$ cat src/rtl/flow_seq_pkg.sv
package flow_seq_pkg;

    localparam logic [3:0] OP_NOP   = 4'd0;
    localparam logic [3:0] OP_END   = 4'd1;
    localparam logic [3:0] OP_JMPC  = 4'd2;
    localparam logic [3:0] OP_JMPU  = 4'd3;
    localparam logic [3:0] OP_CALL  = 4'd4;
    localparam logic [3:0] OP_CALLU = 4'd5;
    localparam logic [3:0] OP_CALLC = 4'd6;
    localparam logic [3:0] OP_IFU   = 4'd7;
    localparam logic [3:0] OP_IFC   = 4'd8;
    localparam logic [3:0] OP_LOOP  = 4'd9;

    localparam logic [1:0] CM_OR  = 2'd0;
    localparam logic [1:0] CM_AND = 2'd1;
    localparam logic [1:0] CM_X   = 2'd2;
    localparam logic [1:0] CM_Y   = 2'd3;

    localparam int UNI_BITS = 24;

endpackage

$ cat src/rtl/flow_cond_eval.sv
module flow_cond_eval
    import flow_seq_pkg::*;
(
    input  logic [1:0] cc,
    input  logic       ref_x,
    input  logic       ref_y,
    input  logic [1:0] mode,
    output logic       pass
);

    logic hit_x;
    logic hit_y;

    always_comb begin
        hit_x = (ref_x == cc[0]);
        hit_y = (ref_y == cc[1]);
        unique case (mode)
            CM_OR:   pass = hit_x | hit_y;
            CM_AND:  pass = hit_x & hit_y;
            CM_X:    pass = hit_x;
            default: pass = hit_y;
        endcase
    end

endmodule

$ cat src/rtl/flow_scope_stack.sv
module flow_scope_stack #(
    parameter int DEPTH = 16,
    parameter int PC_W  = 9,
    parameter int CNT_W = 8
) (
    input  logic             clk,
    input  logic             rst_n,
    input  logic             clear,
    input  logic             push,
    input  logic             pop,
    input  logic             dec,
    input  logic [PC_W-1:0]  push_start,
    input  logic [PC_W-1:0]  push_end,
    input  logic [PC_W-1:0]  push_ret,
    input  logic [CNT_W-1:0] push_rep,
    input  logic [7:0]       push_inc,
    output logic [PC_W-1:0]  top_start,
    output logic [PC_W-1:0]  top_end,
    output logic [PC_W-1:0]  top_ret,
    output logic [CNT_W-1:0] top_rep,
    output logic [7:0]       top_inc,
    output logic             empty,
    output logic             full
);

    localparam int PTR_W = $clog2(DEPTH + 1);
    localparam int IDX_W = $clog2(DEPTH);

    typedef struct packed {
        logic [PC_W-1:0]  start_a;
        logic [PC_W-1:0]  end_a;
        logic [PC_W-1:0]  ret_a;
        logic [CNT_W-1:0] rep;
        logic [7:0]       inc;
    } scope_t;

    scope_t            ent_q [DEPTH];
    scope_t            ent_d [DEPTH];
    logic [PTR_W-1:0]  cnt_q;
    logic [PTR_W-1:0]  cnt_d;
    logic [PTR_W-1:0]  top_ptr;
    logic [IDX_W-1:0]  top_idx;
    logic [IDX_W-1:0]  new_idx;

    assign top_ptr = cnt_q - 1'b1;
    assign top_idx = top_ptr[IDX_W-1:0];
    assign new_idx = cnt_q[IDX_W-1:0];
    assign empty   = (cnt_q == '0);
    assign full    = (cnt_q == PTR_W'(DEPTH));

    assign top_start = ent_q[top_idx].start_a;
    assign top_end   = ent_q[top_idx].end_a;
    assign top_ret   = ent_q[top_idx].ret_a;
    assign top_rep   = ent_q[top_idx].rep;
    assign top_inc   = ent_q[top_idx].inc;

    always_comb begin
        ent_d = ent_q;
        cnt_d = cnt_q;
        if (clear) begin
            cnt_d = '0;
        end else if (push && !full) begin
            ent_d[new_idx].start_a = push_start;
            ent_d[new_idx].end_a   = push_end;
            ent_d[new_idx].ret_a   = push_ret;
            ent_d[new_idx].rep     = push_rep;
            ent_d[new_idx].inc     = push_inc;
            cnt_d = cnt_q + 1'b1;
        end else if (pop && !empty) begin
            cnt_d = cnt_q - 1'b1;
        end else if (dec && !empty) begin
            ent_d[top_idx].rep = ent_q[top_idx].rep - 1'b1;
        end
    end

    always_ff @(posedge clk or negedge rst_n) begin
        if (!rst_n) begin
            cnt_q <= '0;
            for (int i = 0; i < DEPTH; i++) begin
                ent_q[i] <= '0;
            end
        end else begin
            cnt_q <= cnt_d;
            for (int i = 0; i < DEPTH; i++) begin
                ent_q[i] <= ent_d[i];
            end
        end
    end


    push_when_full_chk: assert property (@(posedge clk) disable iff (!rst_n)
        full |-> !push);


    pop_when_empty_chk: assert property (@(posedge clk) disable iff (!rst_n)
        (pop || dec) |-> !empty);


    pop_shrinks_chk: assert property (@(posedge clk) disable iff (!rst_n)
        (pop && !clear && !empty) |=> (cnt_q == $past(cnt_q) - 1'b1));

endmodule

$ cat src/rtl/shdr_flow_seq.sv
module shdr_flow_seq
    import flow_seq_pkg::*;
#(
    parameter int PC_W  = 9,
    parameter int DEPTH = 16,
    parameter int NB    = 16,
    parameter int NI    = 4,
    parameter int CNT_W = 8
) (
    input  logic                   clk,
    input  logic                   rst_n,
    input  logic                   start,
    input  logic [PC_W-1:0]        entry_pc,
    input  logic                   cc_wr_en,
    input  logic [1:0]             cc_wr_val,
    input  logic                   instr_valid,
    output logic                   instr_ready,
    input  logic [3:0]             instr_op,
    input  logic [1:0]             cond_mode,
    input  logic                   ref_x,
    input  logic                   ref_y,
    input  logic [PC_W-1:0]        dst_pc,
    input  logic [CNT_W-1:0]       span,
    input  logic [$clog2(NB)-1:0]  bool_sel,
    input  logic [$clog2(NI)-1:0]  int_sel,
    input  logic [NB-1:0]          bool_bank,
    input  logic [NI*UNI_BITS-1:0] int_bank,
    output logic [PC_W-1:0]        fetch_pc,
    output logic [7:0]             loop_ctr,
    output logic                   halted,
    output logic                   stall,
    output logic                   ovf_err
);

    typedef struct packed {
        logic [PC_W-1:0] pc;
        logic            run;
        logic            halt;
        logic [1:0]      cc;
        logic [7:0]      lc;
        logic            ovf;
    } seq_t;

    seq_t st_q;
    seq_t st_d;

    // integer uniform bank split into fields
    logic [CNT_W-1:0] u_rep  [NI];
    logic [7:0]       u_init [NI];
    logic [7:0]       u_step [NI];

    for (genvar g = 0; g < NI; g++) begin : g_ibank
        assign u_rep[g]  = CNT_W'(int_bank[g*UNI_BITS +: 8]);
        assign u_init[g] = int_bank[g*UNI_BITS + 8 +: 8];
        assign u_step[g] = int_bank[g*UNI_BITS + 16 +: 8];
    end

    logic             cond_ok;
    logic             buni;
    logic             stk_clr, stk_push, stk_pop, stk_dec;
    logic [PC_W-1:0]  p_start, p_end, p_ret;
    logic [CNT_W-1:0] p_rep;
    logic [7:0]       p_inc;
    logic [PC_W-1:0]  t_start, t_end, t_ret;
    logic [CNT_W-1:0] t_rep;
    logic [7:0]       t_inc;
    logic             stk_empty, stk_full;
    logic             scope_end;
    logic             want_push;
    logic [PC_W-1:0]  tgt_pc;
    logic [PC_W-1:0]  pc_inc;
    logic [PC_W-1:0]  span_pc;
    logic             load_lc;

    flow_cond_eval u_cond (
        .cc    (st_q.cc),
        .ref_x (ref_x),
        .ref_y (ref_y),
        .mode  (cond_mode),
        .pass  (cond_ok)
    );

    flow_scope_stack #(
        .DEPTH (DEPTH),
        .PC_W  (PC_W),
        .CNT_W (CNT_W)
    ) u_stack (
        .clk        (clk),
        .rst_n      (rst_n),
        .clear      (stk_clr),
        .push       (stk_push),
        .pop        (stk_pop),
        .dec        (stk_dec),
        .push_start (p_start),
        .push_end   (p_end),
        .push_ret   (p_ret),
        .push_rep   (p_rep),
        .push_inc   (p_inc),
        .top_start  (t_start),
        .top_end    (t_end),
        .top_ret    (t_ret),
        .top_rep    (t_rep),
        .top_inc    (t_inc),
        .empty      (stk_empty),
        .full       (stk_full)
    );

    assign buni      = bool_bank[bool_sel];
    assign pc_inc    = st_q.pc + 1'b1;
    assign span_pc   = PC_W'(span);
    assign scope_end = st_q.run && !stk_empty && (st_q.pc == t_end);

    always_comb begin
        st_d        = st_q;
        stk_clr     = 1'b0;
        stk_push    = 1'b0;
        stk_pop     = 1'b0;
        stk_dec     = 1'b0;
        p_start     = '0;
        p_end       = '0;
        p_ret       = '0;
        p_rep       = '0;
        p_inc       = '0;
        want_push   = 1'b0;
        tgt_pc      = pc_inc;
        load_lc     = 1'b0;
        instr_ready = 1'b0;
        stall       = 1'b0;

        if (cc_wr_en) begin
            st_d.cc = cc_wr_val;
        end

        if (start) begin
            st_d.pc   = entry_pc;
            st_d.run  = 1'b1;
            st_d.halt = 1'b0;
            st_d.cc   = 2'b00;
            stk_clr   = 1'b1;
        end else if (st_q.run) begin
            if (scope_end) begin
                stall   = 1'b1;
                st_d.lc = st_q.lc + t_inc;
                if (t_rep == '0) begin
                    stk_pop = 1'b1;
                    st_d.pc = t_ret;
                end else begin
                    stk_dec = 1'b1;
                    st_d.pc = t_start;
                end
            end else begin
                instr_ready = 1'b1;
                if (instr_valid) begin
                    st_d.pc = pc_inc;
                    unique case (instr_op)
                        OP_END: begin
                            st_d.halt = 1'b1;
                            st_d.run  = 1'b0;
                            st_d.pc   = st_q.pc;
                        end
                        OP_JMPC: if (cond_ok) st_d.pc = dst_pc;
                        OP_JMPU: if (buni)    st_d.pc = dst_pc;
                        OP_CALL, OP_CALLU, OP_CALLC: begin
                            want_push = (instr_op == OP_CALL) ||
                                        (instr_op == OP_CALLU && buni) ||
                                        (instr_op == OP_CALLC && cond_ok);
                            p_start = dst_pc;
                            p_end   = dst_pc + span_pc;
                            p_ret   = pc_inc;
                            tgt_pc  = dst_pc;
                        end
                        OP_IFU, OP_IFC: begin
                            want_push = 1'b1;
                            p_ret     = dst_pc + span_pc;
                            if ((instr_op == OP_IFU) ? buni : cond_ok) begin
                                p_start = pc_inc;
                                p_end   = dst_pc;
                                tgt_pc  = pc_inc;
                            end else begin
                                p_start = dst_pc;
                                p_end   = dst_pc + span_pc;
                                tgt_pc  = dst_pc;
                            end
                        end
                        OP_LOOP: begin
                            want_push = 1'b1;
                            load_lc   = 1'b1;
                            p_start   = pc_inc;
                            p_end     = dst_pc + 1'b1;
                            p_ret     = dst_pc + 1'b1;
                            p_rep     = u_rep[int_sel];
                            p_inc     = u_step[int_sel];
                            tgt_pc    = pc_inc;
                        end
                        default: ;
                    endcase

                    if (want_push) begin
                        if (stk_full) begin
                            st_d.ovf = 1'b1;
                            st_d.pc  = pc_inc;
                        end else begin
                            stk_push = 1'b1;
                            st_d.pc  = tgt_pc;
                            if (load_lc) begin
                                st_d.lc = u_init[int_sel];
                            end
                        end
                    end
                end
            end
        end
    end

    always_ff @(posedge clk or negedge rst_n) begin
        if (!rst_n) begin
            st_q <= '0;
        end else begin
            st_q <= st_d;
        end
    end

    assign fetch_pc = st_q.pc;
    assign loop_ctr = st_q.lc;
    assign halted   = st_q.halt;
    assign ovf_err  = st_q.ovf;


    stall_blocks_ready_chk: assert property (@(posedge clk) disable iff (!rst_n)
        stall |-> !instr_ready);


    halted_not_ready_chk: assert property (@(posedge clk) disable iff (!rst_n)
        halted |-> !instr_ready);


    halt_hold_chk: assert property (@(posedge clk) disable iff (!rst_n)
        (halted && !start) |=> (halted && $stable(fetch_pc)));


    start_load_chk: assert property (@(posedge clk) disable iff (!rst_n)
        start |=> (fetch_pc == $past(entry_pc) && !halted));


    ovf_sticky_chk: assert property (@(posedge clk) disable iff (!rst_n)
        ovf_err |=> ovf_err);


    nop_advance_chk: assert property (@(posedge clk) disable iff (!rst_n)
        (instr_valid && instr_ready && instr_op == OP_NOP && !start)
        |=> (fetch_pc == PC_W'($past(fetch_pc) + 1'b1)));


    loop_step_chk: assert property (@(posedge clk) disable iff (!rst_n)
        stall |=> (loop_ctr == 8'($past(loop_ctr) + $past(t_inc))));

endmodule

$ cat config.mk
export PLATFORM = sky130hd
export DESIGN_NAME = shdr_flow_seq
export DESIGN_NICKNAME = d
export VERILOG_FILES = /design/src/rtl/flow_seq_pkg.sv /design/src/rtl/flow_cond_eval.sv /design/src/rtl/flow_scope_stack.sv /design/src/rtl/shdr_flow_seq.sv
export SDC_FILE = /design/constraint.sdc
export NUM_CORES = 2
export LEC_CHECK = 0
export ABC_AREA = 1
export BUFFER_PORTS_ARGS = -buffer_cell sky130_fd_sc_hd__buf_2
export CAP_MARGIN = 20
export CORE_MARGIN = 2
export CORE_UTILIZATION = 40
export CTS_CLUSTER_SIZE = 8
export DETAILED_ROUTE_END_ITERATION = 16
export SLEW_MARGIN = 20
export SYNTH_ARGS = -nofsm -noshare
export SYNTH_HDL_FRONTEND = slang
export SYNTH_SLANG_ARGS = --single-unit
$ cat constraint.sdc
create_clock -name clk -period 8 [get_ports clk]
set_input_delay 2 -clock clk [delete_from_list [all_inputs] [get_ports clk]]
set_output_delay 2 -clock clk [all_outputs]
set_load 0.01 [all_outputs]
## Yosys cells after proc, flatten, opt, wreduce, memory -nomap -nowiden

Cells that the tools add are included.

- Memory bits (writable): 0
- Input bits: 159
- Memories: 0
- Register bits after elaboration: 715
- Bits in read-only memories: 0
- Latch bits: 0
- Logic and storage cells: 280

- Reductions and logical operators: 34
- $add $sub $neg: 7
- Mux-type cells: 119
- Bitwise operators: 8
- Equality and inequality tests: 19
- $mul: 0
- Divide/modulo/power cells: 0
- Shift operators: 0
- Magnitude comparators: 6

Operators with widths:

| cell | count |
|---|---|
| 688-bit bitwise mux | 6 |
| 688-bit 2-to-1 mux | 3 |
| 43-bit demux with 4-bit select | 6 |
| 9-bit 2-to-1 mux | 22 |
| 43-bit binary-select mux with 4-bit select | 1 |
| 8-bit 2-to-1 mux | 20 |
| 43-bit 2-to-1 mux | 3 |
| 9-bit one-hot mux with 3 select lines | 4 |
| 8-bit binary-select mux with 2-bit select | 3 |
| 34-bit 2-to-1 mux | 1 |
| 1-bit 2-to-1 mux | 33 |
| 11-bit 2-to-1 mux | 3 |
| 16-bit 2-to-1 mux | 2 |
| 25-bit 2-to-1 mux | 1 |
| 9-bit by 1-bit adder with 9-bit output (second input constant) | 2 |
| 9-bit one-hot mux with 2 select lines | 1 |
| 4-bit by 3-bit equality test with 1-bit output (second input constant) | 4 |
| 2-bit nonzero test | 8 |
| 5-bit 2-to-1 mux | 3 |
| 6-bit AND reduction | 2 |
| 5-bit >= comparator (second input constant) | 2 |
| 5-bit by 1-bit < comparator with 1-bit output (second input constant) | 2 |
| 4-bit inverter with 5-bit output | 2 |
| 9-bit by 8-bit adder with 9-bit output | 1 |
| other kinds (36) | 58 |

## Depth between registers and ports, before layout

- Depth after elaboration: 18
- Depth in mapped cells: 36
- Mapped depth without buffers: 22

## Modules after synthesis

From an unflattened synthesis, not the netlist that was laid out.

- Cells, all modules: 5,007
- Area total of the unflattened synthesis: 37,831.3 µm²

By module, submodules not included:

| module | area an instance (µm²) | instances | cells each |
|---|---|---|---|
| flow_scope_stack | 32,661.3 | 1 | 4,039 |
| shdr_flow_seq | 5,089.9 | 1 | 949 |
| flow_cond_eval | 80.1 | 1 | 19 |

## Worst setup path before layout

No wires, ideal clock.

- Path kind: reg2reg
- From: register u_stack.cnt_q[0]
- To: register st_q, in the netlist loop_ctr[7]
- Period minus slack after synthesis: 6,036 ps
- Path slack: 1,964 ps
- Data arrival time: 5,959 ps
- Cell stages (with the launch flop): 37
- Path buffers: 17
- Library setup time: 78 ps
- Cell sequence: dfrtp_1 > buf_2 > inv_2 > buf_4 > buf_6 > buf_6 > buf_2 > buf_2 > buf_2 > buf_2 > buf_2 > buf_2 > ha_1 > buf_2 > inv_2 > buf_2 > buf_2 > buf_2 > clkbuf_1 > clkbuf_1 > clkbuf_1 > a21oi_1 > a22oi_1 > o22ai_1 > a221oi_1 > ha_1 > a21oi_1 > nand2_1 > nand2_1 > nand2_1 > a21oi_1 > nor2_1 > o21ai_0 > nand2_1 > xor2_1 > o21a_1 > a21oi_1

- Word-level cells in the longest chain between the ends: 9
- Elaborated cells between the ends (all ways): 18
- Classes of those cells: 2 x add/sub; 3 x eq/ne; 4 x mux; 1 x bitwise; 8 x reduce/logical

RTL lines:

| item | RTL line | RTL |
|---|---|---|
| start, declared | flow_scope_stack.sv:39 | `logic [PTR_W-1:0] cnt_q;` |
| start signal, assigned | flow_scope_stack.sv:83 | `cnt_q <= cnt_d;` |
| parallel branches: the longest is 9 deep, another holds 8-bit adder | n/a |  |
| end signal, assigned | shdr_flow_seq.sv:219 | `st_q <= st_d;` |
| end, declared | shdr_flow_seq.sv:44 | `seq_t st_q;` |

Parallel ways; which one is timed is not known. The select of a mux whose other input is x is not followed.
A chain may end at the register's enable or synchronous reset.

## Worst setup path after layout

- From: register u_stack.cnt_q[0]
- To: output instr_ready

- Word-level cells in the longest chain between the ends: 10
- Elaborated cells between the ends (all ways): 13
- Classes of those cells: 1 x add/sub; 1 x eq/ne; 6 x mux; 1 x bitwise; 4 x reduce/logical

RTL lines:

| item | RTL line | RTL |
|---|---|---|
| 5-bit by 1-bit subtractor with 5-bit output | n/a |  |
| 4-bit inverter with 5-bit output (not written as such) | flow_scope_stack.sv:52 | `assign top_end = ent_q[top_idx].end_a;` |
| 43-bit binary-select mux with 4-bit select | flow_scope_stack.sv:52 |  |
| 43-bit 2-to-1 mux (not written as such) (2 in series) | flow_scope_stack.sv:52 |  |
| 9-bit equality test | shdr_flow_seq.sv:111 | `assign scope_end = st_q.run && !stk_empty && (st_q.pc == t_end);` |
| 1-bit logical AND * | shdr_flow_seq.sv:111 |  |
| 1-bit 2-to-1 mux * | shdr_flow_seq.sv:141 | `if (scope_end) begin` |
| 1-bit 2-to-1 mux * | shdr_flow_seq.sv:140 | `end else if (st_q.run) begin` |
| 1-bit 2-to-1 mux * | shdr_flow_seq.sv:134 | `if (start) begin` |
| end, declared | shdr_flow_seq.sv:17 | `output logic instr_ready,` |

Mark *: on every way between the ends. The rest lies on a longest branch, timed or not. The select of a mux whose other input is x is not followed.

==> metrics.md <==
| Metric | Value |
|---|---|
| Clk_skew | `about 0.048 ns` |
| R2R setup slack | `1.11 ns` |
| GR Overflow Total | `0` |
| Initial Util | `0.4047` |
| Crit path largest cell delay | `roughly 0.85 ns` |
| Max Cap Violations | `0` |
| Flops & latches, synth | `715` |
| Post-synth EDFFs | `0` |
| Mux cell area share after synthesis | `0` |
| Crit-path slowest cell | `dfrtp_4` |
| Largest net degree at the start of global routing | `between 150 and 200` |
| CTS tree | `done` |
| Count leader, synth | `nand2_1` |
| FP Rows | `between 100 and 150` |
| Register area share after synthesis | `0.4639` |
| Combinational family with the most area after synthesis | `simple AND/OR/NAND/NOR gates` |
| Hold Path Depth | `2` |
| Sequential cell area | `between 0.015 and 0.02 mm²` |
| # IOs | `180` |
| Mapped Cells | `approximately 5300` |
| Die area | `roughly 0.1 mm²` |
| CTS resizes | `0` |
| DR pass1 iterations | `6` |
| Ys Warns | `0` |
| CP required | `about 6 ns` |
| Simple-gate share of the synthesized area | `0.2705` |
| Status | `finished clean` |
| Synth async-reset ratio | `1.000` |
| Cell Area, Synth | `~0.039 mm²` |
| Clk_lat worst skew | `approximately 0.69 ns` |
| Min-Delay Endpoint | `u_stack.ent_q[567]` |
| Antenna fix cells | `0` |
| Root Driver | `clkbuf_16` |
| Die height | `about 310 µm` |
| WL/cell | `20.94 µm` |
| Max-slew headroom | `0.2690` |
| Fmax | `around 140 MHz` |
| Fin. Hold Viols | `0` |
| Setup violators final | `0` |
| VDD IR-drop max | `approximately 0.20 mV` |
| TritonCTS buffer count | `slightly below 100` |
| Vias in the first global route | `approximately 35000` |
| DR DRC count | `0` |
| Synth cell types | `53` |
| Pwr dens | `roughly 280 mW/mm²` |
| HP Start | `u_stack.ent_q[567]` |
| PortBufs | `between 150 and 200` |
| RD Place Congestion | `about 0.9` |
| Core Region | `0.09529 mm²` |
| CP Launch Type | `flop` |
| Detailed Route Iter0 Violations | `around 4500` |
| Post-DRT Antenna Nets | `0` |
| Fin crit period | `just over 7 ns` |
| Area taken by multi-input logic gates | `0.01801 mm²` |
| Area growth syn-to-layout | `10.97%` |
| FF-to-FF path depth | `20` |
| Worst Setup End Kind | `output pin` |
| Most used DFF post-synth | `dfrtp_1` |
| Synth Area per Inst | `around 7.2 µm²` |
| Global-route wire length before repair | `between 200000 and 250000 µm` |
| Worst path cell trace | `inv_8 -> ha_1 -> xnor2_2 -> buf_4 -> inv_2 -> nand2_1 -> nand2_1 -> nand2_1 -> nand2_1 -> nand2_1 -> nand2_1 -> nor2_1 -> nand3_1 -> nor2_1 -> nor2_1 -> buf_2` |
| Adder-Cell Fraction of Synth Area | `0.009148` |
| Fin Hold WS | `about 0.46 ns` |
| Fillers | `just under 10000` |
| DP HPWL | `around 85000 µm` |
| Critical path type | `flop to output pin` |
| Worst-Margin Slew | `1.096 ns` |
| Placed inst area | `0.04012 mm²` |
| Crit Reg-Reg Endpoint | `u_stack.ent_q[100]` |
| Unrepaired setup endpoints after global routing | `false` |
| Final Util | `0.4492` |
| RR Startpoint | `u_stack.cnt_q[0]` |
| Layout cells sized above 1 | `0.08340` |
| Share of the synthesized area in the top cell type | `0.4639` |
| Design Area, Final | `0.04280 mm²` |
| Total power after layout | `roughly 12 mW` |
| HP Class | `flop to flop` |
| Die width | `roughly 310 µm` |
| Initial antenna violation count | `0` |
| CP max FO | `109` |
| Layout Nets | `between 5000 and 6000` |
| Leak Pwr | `approximately 21 nW` |
| TNS Setup | `0 ns` |
| Clock Sinks | `715` |
| Post-CTS Setup Bufs | `0` |
| H-tree depth | `3` |
| Quantity of hold-fixing buffers added after cts | `0` |
| CP Data Arrival Time | `5.12 ns` |
| Ranking of synthesized cells by area | `dfrtp_1 46%, nand2_1 20%, o21ai_0 9.6%` |
| Via count | `about 37000` |
| Max Slew Vio Count | `0` |
| Crit share post-route | `0.8903` |
| Clock buffer depth | `3` |
| Synth Area in Compound Gates | `0.1788` |
| Post-synth top area cell | `dfrtp_1` |
| Post-Synth XOR/XNOR Area | `0.006553` |
| CTS clk-pin slew, worst paths | `around 0.050 ns` |
| Via/cell ratio | `5.574` |
| Mapped Nets | `around 5500` |
| Synth top cells by count | `2046 x nand2_1, 741 x o21ai_0, 715 x dfrtp_1` |
| Gr usage total | `0.2768` |
| Total Wirelength | `~140000 µm` |
| Most used cell, CP | `nand2_1` |
==> metrics by stage <==
step,worst slack (ns),instances
6_report,0.8780,6589
5_1_grt,0.6890,6589
4_1_cts,0.9811,6589
3_5_place_dp,1.324,6479
3_3_place_gp,1.396,6478
2_1_floorplan,1.964,5336
==> registers in the layout (all words and copies together) (netlist names) <==
signal,count
u_stack.ent_q,688
fetch_pc,9
loop_ctr,8
u_stack.cnt_q,5
st_q,3
halted,1
ovf_err,1
==> kinds of logic (layout without fill, tap and decap cells) <==
group / after synthesis / after routing
buf+inv: 658 / 646
simple gates: 2646 / 2646
xor+xnor: 28 / 28
fa+ha+maj: 27 / 27
flops: 715 / 715
compound gates: 1262 / 1262
==> layout make-up <==
cell class              count  area share
flip-flops and latches    715      0.4181
repair buffers            258     0.03707
clock buffers             103     0.05870
inverters                 278     0.02476
multi-input cells        3963      0.4209
clock inverters             7    0.003537
well taps                1265     0.03698
==> how the worst max path moves through the flow <==
stage | startpoint | slack [ns] | cells after the start | end
6_report | u_stack.cnt_q[0] | 0.88 | 16 | instr_ready
5_1_grt | u_stack.cnt_q[0] | 0.69 | 16 | instr_ready
4_1_cts | u_stack.cnt_q[0] | 0.98 | 16 | instr_ready
3_5_place_dp | u_stack.cnt_q[0] | 1.32 | 21 | u_stack.ent_q[224]
3_3_place_gp | u_stack.cnt_q[0] | 1.40 | 21 | u_stack.ent_q[227]
2_1_floorplan | u_stack.cnt_q[0] | 1.96 | 36 | loop_ctr[7]
==> report_power, final <==
group / switching [mW] / leakage [nW] / total (mW) / internal (mW)
clock network: 1.63 / 1.30 / 3.83 / 2.20
registers: 0.165 / 9.43 / 4.05 / 3.89
logic: 3.14 / 9.88 / 4.28 / 1.14
total: 4.94 / 20.6 / 12.2 / 7.23
==> routing by layer <==
layer | GRT usage | up-vias | part of all wire
met2 | 0.4306 | 1603 | 0.44
met4 | 0.1047 | 0 | 0.039
li1 | - | 17250 | -
met5 | 0 | - | 0
met1 | 0.3866 | 17574 | 0.43
met3 | 0.04638 | 299 | 0.084
==> worst max-delay path, delay by kind of cell, from the launching register on <==
kind | cells | cell delay (ns)
and+or+nand+nor | 10 | 1.57
xor gates and xnor gates | 1 | 0.17
buffers and inverters | 4 | 1.16
adders and majority gates | 1 | 0.50
DFF | 1 | 0.85
==> cell usage in the layout, fill, tap and decap left out, drive strengths merged, types with 9 or more instances in the layout <==
cell type,Yosys,routed
nand2,2050,2050
o21ai,789,789
nor2,301,301
nand3,257,257
buf,160,258
o221ai,11,11
a21oi,275,275
inv,276,277
a221oi,9,9
dfrtp,715,715
a22oi,51,51
o22ai,52,52
o211ai,27,27
xor2,20,20
a32o,25,25
nand4,19,19
clkbuf,220,103
ha,25,25
Note: power is estimated with default switching activity, not from simulation.
